**src/rtl/pwm_en_sync_pkg.sv**
```systemverilog
package pwm_en_sync_pkg;
  typedef enum logic [1:0] {
    UPD_IMM    = 2'b00,
    UPD_RSVD   = 2'b01,
    UPD_LOCAL  = 2'b10,
    UPD_GLOBAL = 2'b11
  } upd_mode_e;
endpackage

```
**src/rtl/pwm_en_mode_reg.sv**
```systemverilog
module pwm_en_mode_reg #(
  parameter int NUM_CH = 4,
  localparam int MW = 2 * NUM_CH
) (
  input  logic          clk,
  input  logic          rst_n,
  input  logic          wr,
  input  logic [MW-1:0] wdata,
  output logic [MW-1:0] mode_q
);
  always_ff @(posedge clk) begin
    if (!rst_n)  mode_q <= '0;
    else if (wr) mode_q <= wdata;
  end

  AST_MODE_LOAD: assert property (@(posedge clk) disable iff (!rst_n)
    wr |=> mode_q == $past(wdata));
  AST_MODE_HOLD: assert property (@(posedge clk) disable iff (!rst_n)
    !wr |=> $stable(mode_q));
endmodule

```
**src/rtl/pwm_en_glb_pend.sv**
```systemverilog
module pwm_en_glb_pend (
  input  logic clk,
  input  logic rst_n,
  input  logic req,
  input  logic cnt_zero,
  output logic pend
);
  always_ff @(posedge clk) begin
    if (!rst_n) pend <= 1'b0;
    else        pend <= req | (pend & ~cnt_zero);
  end

  AST_PEND_SET: assert property (@(posedge clk) disable iff (!rst_n)
    req |=> pend);
  AST_PEND_CLEAR: assert property (@(posedge clk) disable iff (!rst_n)
    (cnt_zero && !req) |=> !pend);
  AST_PEND_KEEP: assert property (@(posedge clk) disable iff (!rst_n)
    (pend && !cnt_zero) |=> pend);
endmodule

```
**src/rtl/pwm_en_chan.sv**
```systemverilog
module pwm_en_chan
  import pwm_en_sync_pkg::*;
(
  input  logic      clk,
  input  logic      rst_n,
  input  upd_mode_e mode,
  input  logic      wr,
  input  logic      wbit,
  input  logic      cnt_zero,
  input  logic      glb_pend,
  output logic      shadow_q,
  output logic      active_q
);
  logic next_val;
  logic commit;

  assign next_val = wr ? wbit : shadow_q;

  always_comb begin
    unique case (mode)
      UPD_LOCAL:  commit = cnt_zero;
      UPD_GLOBAL: commit = cnt_zero & glb_pend;
      default:    commit = 1'b1;
    endcase
  end

  always_ff @(posedge clk) begin
    if (!rst_n) begin
      shadow_q <= 1'b0;
      active_q <= 1'b0;
    end else begin
      shadow_q <= next_val;
      if (commit) active_q <= next_val;
    end
  end

  AST_IMM_FOLLOW: assert property (@(posedge clk) disable iff (!rst_n)
    ((mode == UPD_IMM || mode == UPD_RSVD) && wr) |=> active_q == $past(wbit));
  AST_LOCAL_HOLD: assert property (@(posedge clk) disable iff (!rst_n)
    (mode == UPD_LOCAL && !cnt_zero) |=> $stable(active_q));
  AST_SYNC_COMMIT: assert property (@(posedge clk) disable iff (!rst_n)
    (mode == UPD_LOCAL && cnt_zero) |=> active_q == shadow_q);
  AST_GLB_NO_PEND: assert property (@(posedge clk) disable iff (!rst_n)
    (mode == UPD_GLOBAL && !(cnt_zero && glb_pend)) |=> $stable(active_q));
  AST_GLB_COMMIT: assert property (@(posedge clk) disable iff (!rst_n)
    (mode == UPD_GLOBAL && cnt_zero && glb_pend) |=> active_q == shadow_q);
  AST_REQ_LOAD: assert property (@(posedge clk) disable iff (!rst_n)
    wr |=> shadow_q == $past(wbit));
endmodule

```
**src/rtl/pwm_en_sync.sv**
```systemverilog
module pwm_en_sync
  import pwm_en_sync_pkg::*;
#(
  parameter int NUM_CH = 4,
  localparam int MW = 2 * NUM_CH
) (
  input  logic              clk,
  input  logic              rst_n,
  input  logic              en_wr,
  input  logic [NUM_CH-1:0] en_wdata,
  input  logic              mode_wr,
  input  logic [MW-1:0]     mode_wdata,
  input  logic              cnt_zero,
  input  logic              glb_req,
  output logic [NUM_CH-1:0] en_active,
  output logic [NUM_CH-1:0] en_req,
  output logic [MW-1:0]     mode_cfg,
  output logic              glb_pending
);
  logic pend_q;

  pwm_en_mode_reg #(.NUM_CH(NUM_CH)) u_mode (
    .clk    (clk),
    .rst_n  (rst_n),
    .wr     (mode_wr),
    .wdata  (mode_wdata),
    .mode_q (mode_cfg)
  );

  pwm_en_glb_pend u_pend (
    .clk      (clk),
    .rst_n    (rst_n),
    .req      (glb_req),
    .cnt_zero (cnt_zero),
    .pend     (pend_q)
  );

  for (genvar i = 0; i < NUM_CH; i++) begin : g_ch
    upd_mode_e ch_mode;
    assign ch_mode = upd_mode_e'(mode_cfg[2*i +: 2]);

    pwm_en_chan u_ch (
      .clk      (clk),
      .rst_n    (rst_n),
      .mode     (ch_mode),
      .wr       (en_wr),
      .wbit     (en_wdata[i]),
      .cnt_zero (cnt_zero),
      .glb_pend (pend_q),
      .shadow_q (en_req[i]),
      .active_q (en_active[i])
    );
  end

  assign glb_pending = pend_q;

  AST_RESET_IDLE: assert property (@(posedge clk)
    !rst_n |=> (en_active == '0 && glb_pending == 1'b0 && mode_cfg == '0));
endmodule

```
**config.mk**
```make
export PLATFORM = sky130hd
export DESIGN_NAME = pwm_en_sync
export DESIGN_NICKNAME = d
export VERILOG_FILES = /design/src/rtl/pwm_en_sync_pkg.sv /design/src/rtl/pwm_en_mode_reg.sv /design/src/rtl/pwm_en_glb_pend.sv /design/src/rtl/pwm_en_chan.sv /design/src/rtl/pwm_en_sync.sv
export SDC_FILE = /design/constraint.sdc
export NUM_CORES = 1
export LEC_CHECK = 0
export CORE_MARGIN = 1
export CORE_UTILIZATION = 39
export DETAILED_ROUTE_END_ITERATION = 16
export PLACE_DENSITY = 0.78
export SLEW_MARGIN = 20
export SYNTH_ARGS = -nofsm -noshare
export SYNTH_HDL_FRONTEND = slang
export SYNTH_SLANG_ARGS = --single-unit
```
**constraint.sdc**
```tcl
create_clock -name clk -period 1.21 [get_ports clk]
set_input_delay 0.3025 -clock clk [delete_from_list [all_inputs] [get_ports clk]]
set_output_delay 0.3025 -clock clk [all_outputs]
set_load 0.02 [all_outputs]
```
# Yosys cells after proc, flatten, opt, wreduce, memory -nomap -nowiden
# Cells that the tools add are included.
totals:
  reg_bits: 17
  input_bits: 18
  output_inout_bits: 17
classes:
  eq_ne: 8
  mux: 8
  bitwise_logic: 4
op_table:
  columns: ["op", "n"]
  rows:
  - ["== test 2 bit, second input constant", 8]
  - ["one-hot mux 1 bit (2 select lines)", 4]
  - ["two-way mux 1 bit", 4]
  - ["bitwise AND 1 bit", 2]
  - ["inverter 1 bit", 1]
  - ["bitwise OR 1 bit", 1]

# Logic depth before layout (Yosys ltp)
logic_depth:
  depth_word: 3
  mapped_depth: 4

# Cells and area by module
# From an unflattened synthesis, not the netlist that was laid out.
unflattened:
  cells_unflattened: 60
  area_unflattened_um2: 708.2
by_module_without_submodules:
  columns: ["mod", "n_inst", "cells_per_inst", "area_per_inst_um2", "seq_area_each_um2"]
  rows:
  - ["pwm_en_chan", 4, 8, 91.3, 40.0]
  - ["pwm_en_mode_reg", 1, 25, 301.5, 160.2]
  - ["pwm_en_glb_pend", 1, 3, 41.3, 20.0]

# Least setup slack after synthesis
# OpenSTA, ideal clock, no wires.
synth_timing:
  path_kind: "register to register"
  start: "register u_pend.pend"
  end: "register g_ch[1].u_ch.active_q"
  setup_time_ns: 0.121
  arrival_time_ns: 1.042
  required_ns: 1.089
  slack_ns: 0.047
  path_stages_with_launch: 4
  n_path_buf: 0
  period_less_slack_ns: 1.163
  cell_sequence: "dfxtp_1 -> nor2b_1 -> o21ai_0 -> mux2_2"
synth_between:
  elab_chain_len: 2
synth_lines:
  columns: ["element", "line_no", "text"]
  rows:
  - ["start, declared", "pwm_en_glb_pend.sv:6", "output logic pend"]
  - ["start signal, assigned", "pwm_en_glb_pend.sv:10", "else pend <= req | (pend & ~cnt_zero);"]
  - ["bitwise AND 1 bit", "pwm_en_chan.sv:22", "UPD_GLOBAL: commit = cnt_zero & glb_pend;"]
  - ["one-hot mux 1 bit (2 select lines)", "pwm_en_chan.sv:20", "unique case (mode)"]
  - ["end signal, assigned", "pwm_en_chan.sv:33", "if (commit) active_q <= next_val;"]
  - ["end, declared", "pwm_en_chan.sv:12", "output logic active_q"]
# Every way passes these cells.
# A chain may end at the register's enable or synchronous reset.

# Worst setup path in the final report
layout_timing:
  start: "input cnt_zero"
  end: "register g_ch[2].u_ch.active_q"
layout_between:
  elab_chain_len: 2
layout_lines:
  columns: ["element", "line_no", "text"]
  rows:
  - ["start, declared", "pwm_en_sync.sv:13", "input logic cnt_zero,"]
  - ["bitwise AND 1 bit", "pwm_en_chan.sv:22", null]
  - ["one-hot mux 1 bit (2 select lines) (*)", "pwm_en_chan.sv:20", null]
  - ["end signal, assigned", "pwm_en_chan.sv:33", null]
  - ["end, declared", "pwm_en_chan.sv:12", null]
# Mark *: on every way between the ends. The rest lies on a longest branch, timed or not.

==> reports/qor.yml <==
viasPerCell: 4.45
placedInstanceArea_um2: 1100
reg2reg_to: "g_ch[3].u_ch.active_q"
r2r_slack_ns: 0.05
max_freq_mhz: 851
synthXorXnorAreaFrac: 0
ios: 35
cpMaxStageDelayCell: "clkdlybuf4s50_1"
synth_top_area_cell: "dfxtp_1"
antenna_found_initial: 0
critPathMaxStageDelay_ns: 0.45
final_layout_size_suffix_gt1_frac: 0.330
route.antenna.remaining_nets: 0
fill_cells: 178
syn_avg_cell_area_um2: 10.0
floorplan.rows: 15
grt_overflow: 0
netlist.area_leader.share: 0.471
rsz0062_at_grt: "false"
clk_latency_ns: 0.29
cts-root-buf: "clkbuf_4"
path_clk_slew_ns: 0.10
yosysWarnings: 0
clk_path_buf_depth: 2
synth_compound_area_frac: 0.0607
cts-htree-levels: 1
synth_mux_area_frac: 0.213
cp.arrival_ns: 1.36
cp-start-kind: "input port"
drv_slew: 0
die_h_um: 45.0
drt-total-wl_um: 1440
grtUsageTotal: 0.163
synth_flop_cell: "dfxtp_1"
hold_start: "g_ch[0].u_ch.active_q"
combPwrFrac: 0.217
hold_depth: 1
outcome: "complete, no violations"
synth.most_common_cell: "dfxtp_1"
synth_common_cells: "17 x dfxtp_1, 12 x mux2i_1, 12 x nor2_1, 8 x buf_4"
yosysSeqAreaShare: 0.471
async_flop_share: 0
first_global_vias: 575
leakagePower_nw: 0.527
whs_endpoint: "g_ch[0].u_ch.active_q"
synthCells: 72
antenna_cells: 0
fin_tns_setup_ns: 0
worstSetupPathType: "input port to register"
start_util: 0.418
synth_top_family_by_area: "multiplexers"
die_width_um: 45.0
endpoint_kind: "register"
hold_path.class: "register to register"
mappedNetlistNets: 90
swShare: 0.263
timing.max_cap.violations: 0
path_cells: "clkdlybuf4s50_1 -> inv_1 -> o21ai_0 -> mux2_2"
finClkSkew_ns: 0.00672
tightest_slew_ns: 0.228
cp.required_ns: 1.40
drc: 0
clkSinkCount: 17
gp_congestion: 0.689
reg2reg_from: "u_mode.mode_q[6]"
slew_headroom: 0.848
p_switching_uw: 305
ys_ff_latch: 17
power.share.sequential: 0.528
vias: 596
drt_pass1_iterations: 2
grt_max_degree: 11
multi_input_area_um2: 293
reg2reg_depth: 4
die-area_um2: 2030
seq_area_um2: 340
synth_area_um2: 722
synth-adder-area-share: 0
numCtsBuffers: 3
postLayoutCellArea_um2: 1040
areaGrowthSynthToFinish_pct: 44.2
hold_viol_final: 0
drt_iter0_drc: 2
cell_internal_pwr_uw: 853
setup_violations: 0
synth_top_cells_by_area: "dfxtp_1 47%, mux2i_1 17%, buf_4 8.3%"
ir_drop_v: 0.000753
fin_crit_ns: 1.17
p_per_area_nw_per_um2: 1110
holdBufCountCts: 0
synth_simple_gate_area_frac: 0.132
p_clk_frac: 0.255
synth_edf_count: 0
core_region_area_um2: 1730
wl_per_cell_um: 10.8
fin_crit_sh: 0.971
nets: 128
grt_pass1_wl_um: 2330
cp_max_fo: 4
cts_tree: "built"
ys_types: 16
portBuffers: 34
[per-layer routing]
layer	share of wire	track usage
met5	0	0
met4	0.016	0.109
met3	0.062	0.0400
met2	0.48	0.252
met1	0.44	0.200
[registers in the layout, indices dropped and copies added (netlist names)]
register,cells
u_mode.mode_q,8
g_ch.u_ch.shadow_q,4
g_ch.u_ch.active_q,4
u_pend.pend,1
[layout by cell type, fill, tap and decap left out]
cell,synthesis,layout
clkdlybuf4s50_1,0,16
o21ai_1,0,2
buf_2,2,17
nor2b_1,4,4
dfxtp_1,17,17
nor2_2,1,1
a21oi_1,1,1
mux2i_1,12,12
o22a_1,1,1
buf_12,0,1
o211a_1,1,1
buf_4,8,9
nor2_1,12,12
o21ai_0,4,2
inv_1,1,1
mux2_2,3,3
inv_2,1,1
clkinv_2,0,1
clkbuf_4,0,3
and2_1,3,3
dlygate4sd2_1,0,1
[power groups by stage]
stage	Sequential [mW]	Combinational [mW]	Clock, mW
floorplan	0.648	0.122	0
global placement	0.624	0.283	0
detailed placement	0.626	0.285	0
CTS	0.613	0.267	0.311
global route	0.616	0.272	0.334
finish	0.611	0.251	0.295
[metrics by stage]
step                hold WS (ns)  cells  total power [mW]   util  setup WS [ns]
finish                     0.505    134              1.16  0.603         0.0353
global route               0.522    134              1.22  0.603        0.00131
CTS                        0.512    134              1.19  0.643        0.00396
detailed placement         0.492    130             0.912  0.637         -0.358
global placement           0.476    130             0.907  0.637         -0.327
floorplan                  0.420     72             0.770      -         0.0470
[worst max-delay path, delay by kind of cell]
kind                   cells  cell delay, ns
buffers and inverters      2            0.52
muxes                      1            0.35
AOI/OAI and AO/OA          1            0.19
[worst max-delay path by stage]
stage | startpoint | slack [ns] | depth (start not counted) | to
finish | cnt_zero | 0.04 | 4 | g_ch[2].u_ch.active_q
global placement | en_wr | -0.33 | 4 | g_ch[2].u_ch.active_q
global route | u_mode.mode_q[6] | 0.001 | 4 | g_ch[3].u_ch.active_q
floorplan | u_pend.pend | 0.05 | 3 | g_ch[1].u_ch.active_q
detailed placement | en_wr | -0.36 | 4 | g_ch[1].u_ch.active_q
CTS | u_mode.mode_q[1] | 0.004 | 1 | mode_cfg[1]
[cell type report]
cell class,instances,share of cell area
Timing Repair Buffer,44,0.328
Sequential cell,17,0.327
Multi-Input combinational cell,42,0.281
Tap cell,25,0.0300
Clock buffer,3,0.0216
Inverter,2,0.00721
Clock inverter,1,0.00481
[logic make-up after synthesis]
kind of cell,count (synthesis)
flip-flops,17
AO/OA/AOI/OAI,7
AND/OR/NAND/NOR,20
buffers and inverters,13
multiplexers,15
[what timing repair did]
item / in CTS / in global routing
setup buffers: 0 / 0
hold endpoints to repair: 0 / 0
endpoints found under the setup margin: 20 / 13
gates resized for setup: 59 / 12
Note: power is estimated with default switching activity, not from simulation.
